$ cat config.mk
export PLATFORM = sky130hd
export DESIGN_NAME = cfg_status_poller
export DESIGN_NICKNAME = d
export VERILOG_FILES = /design/src/rtl/cfgpoll_pkg.sv /design/src/rtl/cfgpoll_sampler.sv /design/src/rtl/cfgpoll_timer.sv /design/src/rtl/cfg_status_poller.sv
export SDC_FILE = /design/constraint.sdc
export NUM_CORES = 1
export LEC_CHECK = 0
export BUFFER_PORTS_ARGS = -buffer_cell sky130_fd_sc_hd__buf_2
export CORE_MARGIN = 2
export CORE_UTILIZATION = 50
export CTS_BUF_LIST = sky130_fd_sc_hd__clkbuf_2
export CTS_CLUSTER_DIAMETER = 50
export DETAILED_ROUTE_END_ITERATION = 8
export PLACE_DENSITY = 0.78
export SLEW_MARGIN = 20
export SYNTH_ARGS = -nofsm -noshare
export SYNTH_HDL_FRONTEND = slang
export SYNTH_SLANG_ARGS = --single-unit
$ cat constraint.sdc
create_clock -name clk -period 2.4 [get_ports clk]
set_clock_uncertainty 0.15 [all_clocks]
set_input_delay 0.36 -clock clk [delete_from_list [all_inputs] [get_ports clk]]
set_output_delay 0.36 -clock clk [all_outputs]
set_load 0.1 [all_outputs]
$ cat src/rtl/cfgpoll_pkg.sv
package cfgpoll_pkg;

    localparam int BYTE_W    = 8;
    localparam int BIT_BUSY  = 0;
    localparam int BIT_READY = 1;
    localparam int BIT_VIOL  = 2;
    localparam int BIT_FAULT = 3;

    typedef logic [BYTE_W-1:0] byte_t;

    localparam byte_t OP_STATUS = 8'h00;
    localparam byte_t BUSY_MASK = byte_t'(1) << BIT_BUSY;

    typedef enum logic [1:0] {
        SM_IDLE,
        SM_FIRST,
        SM_GAP,
        SM_SECOND
    } smp_state_e;

    typedef enum logic {
        PL_IDLE,
        PL_WAIT
    } poll_state_e;

    typedef enum logic [1:0] {
        OUT_AGAIN,
        OUT_OK,
        OUT_IOERR,
        OUT_TMO
    } outcome_e;

    typedef struct packed {
        logic  done;
        logic  io_err;
        logic  tmo;
        byte_t status;
    } result_t;

    function automatic logic status_faulty(byte_t s);
        return s[BIT_VIOL] | s[BIT_FAULT];
    endfunction

    function automatic logic status_met(byte_t s, byte_t m);
        return (s & (m | BUSY_MASK)) == m;
    endfunction

    function automatic outcome_e judge(byte_t s, byte_t m, logic expired);
        if (status_faulty(s))
            return OUT_IOERR;
        else if (status_met(s, m))
            return OUT_OK;
        else if (expired)
            return OUT_TMO;
        return OUT_AGAIN;
    endfunction

endpackage

$ cat src/rtl/cfgpoll_sampler.sv
module cfgpoll_sampler
    import cfgpoll_pkg::*;
(
    input  logic  clk,
    input  logic  rst,
    input  logic  start,
    output logic  cs_n,
    output logic  go,
    input  logic  done,
    input  byte_t rx,
    output logic  smp_valid,
    output byte_t smp_byte
);

    smp_state_e state;

    always_ff @(posedge clk) begin
        if (rst) begin
            state     <= SM_IDLE;
            cs_n      <= 1'b1;
            go        <= 1'b0;
            smp_valid <= 1'b0;
            smp_byte  <= '0;
        end else begin
            go        <= 1'b0;
            smp_valid <= 1'b0;
            unique case (state)
                SM_IDLE: begin
                    if (start) begin
                        state <= SM_FIRST;
                        cs_n  <= 1'b0;
                        go    <= 1'b1;
                    end
                end
                SM_FIRST: begin
                    if (done) begin
                        state <= SM_GAP;
                        cs_n  <= 1'b1;
                    end
                end
                SM_GAP: begin
                    state <= SM_SECOND;
                    cs_n  <= 1'b0;
                    go    <= 1'b1;
                end
                SM_SECOND: begin
                    if (done) begin
                        state     <= SM_IDLE;
                        cs_n      <= 1'b1;
                        smp_byte  <= rx;
                        smp_valid <= 1'b1;
                    end
                end
                default: state <= SM_IDLE;
            endcase
        end
    end

endmodule

$ cat src/rtl/cfgpoll_timer.sv
module cfgpoll_timer #(
    parameter int LIMIT = 100_000_000
) (
    input  logic clk,
    input  logic rst,
    input  logic clear,
    output logic expired
);

    localparam int CNT_W = $clog2(LIMIT + 1);
    localparam logic [CNT_W-1:0] LIM = CNT_W'(LIMIT);

    logic [CNT_W-1:0] cnt;

    assign expired = (cnt >= LIM);

    always_ff @(posedge clk) begin
        if (rst || clear)
            cnt <= '0;
        else if (!expired)
            cnt <= cnt + 1'b1;
    end

endmodule

$ cat src/rtl/cfg_status_poller.sv
module cfg_status_poller
    import cfgpoll_pkg::*;
#(
    parameter int TIMEOUT_CYCLES = 100_000_000
) (
    input  logic       clk,
    input  logic       rst,
    input  logic       req_valid,
    input  logic [7:0] req_mask,
    output logic       req_ready,
    output logic       spi_cs_n,
    output logic       xfer_go,
    output logic [7:0] xfer_byte,
    input  logic       xfer_done,
    input  logic [7:0] xfer_rx,
    output logic       res_done,
    output logic       res_io_err,
    output logic       res_timeout,
    output logic [7:0] res_status
);

    poll_state_e state;
    byte_t       mask_q;
    logic        smp_start;
    logic        smp_valid;
    byte_t       smp_byte;
    logic        accept;
    logic        expired;
    outcome_e    verdict;
    result_t     res_q;

    assign req_ready = (state == PL_IDLE);
    assign accept    = req_ready && req_valid;
    assign xfer_byte = OP_STATUS;
    assign verdict   = judge(smp_byte, mask_q, expired);

    cfgpoll_sampler u_sampler (
        .clk       (clk),
        .rst       (rst),
        .start     (smp_start),
        .cs_n      (spi_cs_n),
        .go        (xfer_go),
        .done      (xfer_done),
        .rx        (xfer_rx),
        .smp_valid (smp_valid),
        .smp_byte  (smp_byte)
    );

    cfgpoll_timer #(.LIMIT(TIMEOUT_CYCLES)) u_timer (
        .clk     (clk),
        .rst     (rst),
        .clear   (accept),
        .expired (expired)
    );

    always_ff @(posedge clk) begin
        if (rst) begin
            state     <= PL_IDLE;
            mask_q    <= '0;
            smp_start <= 1'b0;
            res_q     <= '0;
        end else begin
            smp_start    <= 1'b0;
            res_q.done   <= 1'b0;
            res_q.io_err <= 1'b0;
            res_q.tmo    <= 1'b0;
            unique case (state)
                PL_IDLE: begin
                    if (accept) begin
                        mask_q    <= req_mask;
                        smp_start <= 1'b1;
                        state     <= PL_WAIT;
                    end
                end
                PL_WAIT: begin
                    if (smp_valid) begin
                        if (verdict == OUT_AGAIN) begin
                            smp_start <= 1'b1;
                        end else begin
                            res_q.done   <= 1'b1;
                            res_q.io_err <= (verdict == OUT_IOERR);
                            res_q.tmo    <= (verdict == OUT_TMO);
                            res_q.status <= smp_byte;
                            state        <= PL_IDLE;
                        end
                    end
                end
                default: state <= PL_IDLE;
            endcase
        end
    end

    assign res_done    = res_q.done;
    assign res_io_err  = res_q.io_err;
    assign res_timeout = res_q.tmo;
    assign res_status  = res_q.status;

endmodule

==> impl_metrics.toml <==
[outcome]
outcome = "completed"

[clock_tree]
post-cts-setup-buffers = 0
clkTransAtPathRegs_ns = 0.21
tritoncts = "yes"
clock-sinks = 61
h-tree-depth = 3
clock_latency_ns = 0.51
clk_path_buf_depth = 2
cts_buffers = 9
cts_root_buffer = "clkbuf_2"

[worst_hold_path]
min_path_cells = 3
hold_path_end = "u_sampler.smp_byte[5]"
hold_class = "in2reg"
hold_path.startpoint = "xfer_done"

[finish]
final_cell_mix = "61 x dfxtp_1, 54 x nand2_1, 33 x a21oi_1, 33 x buf_2, 28 x nor2_1"
area_growth_pct = 16.4
antenna_cells = 0
drive_above_1_share = 0.163
multi_input_comb_area_mm2 = 0.00156
nets = 432
layout.cells.most_common = "dfxtp_1"
nFillCells = 510
ff_latch_area_mm2 = 0.00122

[routing]
finalWirelength_um = 6650
num_vias = 2722
wire_per_inst_um = 13.8
ant_nets = 0
drc = 0
via_per_inst = 5.64
dr.pass1.iters = 4
drt_iter0_drc = 217

[synth]
syn-cell-area_mm2 = 0.00295
synth_edf_count = 0
synth_compound_area_frac = 0.188
synth.distinct_cells = 51
synth_area_per_cell_um2 = 8.25
netlist_instances = 357
yosysSeqAreaShare = 0.415
synthFlopType = "dfxtp_1"
synth_top_family_by_area = "simple AND/OR/NAND/NOR gates"
synthMuxAreaShare = 0.00340
synth_warnings = 0
synth-xor-area-share = 0.0357
async_reset_ff_frac = 0
synth_adder_area_share = 0.0255
yosys.area_share.simple = 0.266
ys_ff_latch = 61

[global_routing]
grt_max_degree = 20
antenna_found_initial = 0
overflow = 0
grt_util_all_layers = 0.224
grt_pass1_wl_um = 11400
grt_pass1_vias = 2544

[setup_path]
rr_worst_depth = 6
regToRegSetupSlack_ns = 0.23
r2r_end = "u_timer.cnt[10]"
cp_cell_sequence = "ha_1 -> nand3_1 -> or2_1 -> a211oi_2 -> a31oi_1 -> a41o_1"
crit_fanout = 7
worst_setup_path_start_kind = "flop"
slowest_stage = "a211oi_2"
crit_arrival_ns = 2.44
required_ns = 2.66
crit_start = "u_timer.cnt[0]"
slowest_delay_ns = 0.46
path_class = "reg2reg"
end_kind = "flop"
rr_startpoint = "u_timer.cnt[0]"

[power_and_ir_drop]
leakage_uw = 0.00127
p_int_uw = 1440
power.switching_uw = 759
p_clk_frac = 0.306
switching_share = 0.345
pwr_density_cell_mw_per_mm2 = 641
irDropWorstVdd_uv = 509
pwr-share-seq = 0.494
power_frac_comb = 0.200

[placement]
gp_congestion = 0.785
io_buffers = 33
place_hpwl_um = 4430
dp_slack_ns = 0.248

[die]
die_x_um = 80.8
initial_core_util = 0.525
ioPinCount = 42
row_count = 27
fp.dieArea_mm2 = 0.00652
dieHeight_um = 80.8
core_area_mm2 = 0.00561

[timing]
min_period_over_period = 0.906
relSlewSlack = 0.404
setup_ws_ns = 0.226
hold_viol = 0
finalSetupTns_ns = 0
drv_slew = 0
fin_crit_ns = 2.17
final-setup-viol-count = 0
fmax_mhz = 460
worst-slew-pin-transition_ns = 0.893
grt_setup_unrepaired = "no"

[job]
cap_violations = 0
[timing repair]
| item | in CTS | in global routing |
|---|---|---|
| gates resized for setup | 0 | 0 |
| endpoints found under the hold margin | 17 | 0 |
| hold buffers | 17 | 0 |
[per-layer routing]
layer / up-vias / routed length (µm) / global-route usage
met2: 81 / 3070 / 0.350
met3: 10 / 338 / 0.0367
met5: - / 0 / 0
met4: 0 / 92 / 0.105
met1: 1261 / 3150 / 0.305
li1: 1370 / - / -
[cells by family (layout without fill, tap and decap cells)]
family / count (synthesis) / count (layout)
xor+xnor: 12 / 12
flops: 61 / 61
simple gates: 158 / 158
other cells: 1 / 8
compound gates: 81 / 81
fa+ha+maj: 6 / 6
buf+inv: 37 / 84
mux: 1 / 1
[final cells by class]
class                      instances  area share
tap                               72      0.0263
clock inverter                     6      0.0212
sequential                        61       0.356
timing repair buffer              59       0.118
clock buffer                      10      0.0146
inverter                           9     0.00985
multi-input combinational        266       0.454
[through the flow]
step / instance area [µm²] / std cells / power (µW) / hold WS, ns / util
after global placement: 3140 / 450 / 1500 / 0.293 / 0.559
after floorplan: 2970 / 364 / 1450 / 0.282 / -
final: 3430 / 483 / 2200 / 0.0427 / 0.611
after CTS: 3430 / 483 / 2200 / 0.0179 / 0.611
after detailed placement: 3140 / 450 / 1520 / 0.294 / 0.559
after global routing: 3430 / 483 / 2290 / 0.0545 / 0.611
[Yosys cell counts (7+ instances only)]
master | n | area [µm²]
a21oi_1 | 33 | 165
nor3_1 | 11 | 55.1
inv_1 | 9 | 33.8
xnor2_1 | 11 | 96.3
nand4_1 | 8 | 50.1
nand3_1 | 16 | 80.1
dfxtp_1 | 61 | 1220
or3_1 | 7 | 43.8
buf_4 | 9 | 67.6
nor2_1 | 28 | 105
nand2_1 | 54 | 203
clkbuf_1 | 10 | 37.5
[power by group through the flow]
stage	registers [µW]	logic, µW	clock network, µW
global route	1090	473	718
global placement	1110	399	0
floorplan	1180	263	0
CTS	1090	437	676
detailed placement	1110	415	0
finish	1090	440	672
[worst max-delay path, delay by kind of cell, from the launching register on]
kind	cells	cell delay (ns)
compound gates	3	0.82
simple gates	2	0.46
fa+ha+maj	1	0.22
flops	1	0.44
[registers in the layout (all words and copies together), names as in the netlist, 2 cells and up]
| name | flops |
|---|---|
| u_sampler.state | 2 |
| mask_q | 8 |
| u_sampler.smp_byte | 8 |
| res_status | 8 |
| u_timer.cnt | 27 |
[worst max-delay path by stage]
| stage | to | slack [ns] | depth (start not counted) |
|---|---|---|---|
| final | u_timer.cnt[10] | 0.23 | 6 |
| after global placement | u_timer.cnt[10] | 0.34 | 6 |
| after detailed placement | u_timer.cnt[10] | 0.25 | 6 |
| after global routing | u_timer.cnt[18] | 0.04 | 5 |
| after floorplan | u_timer.cnt[10] | 0.49 | 6 |
| after CTS | u_timer.cnt[10] | 0.22 | 6 |
Note: power is estimated with default switching activity, not from simulation.
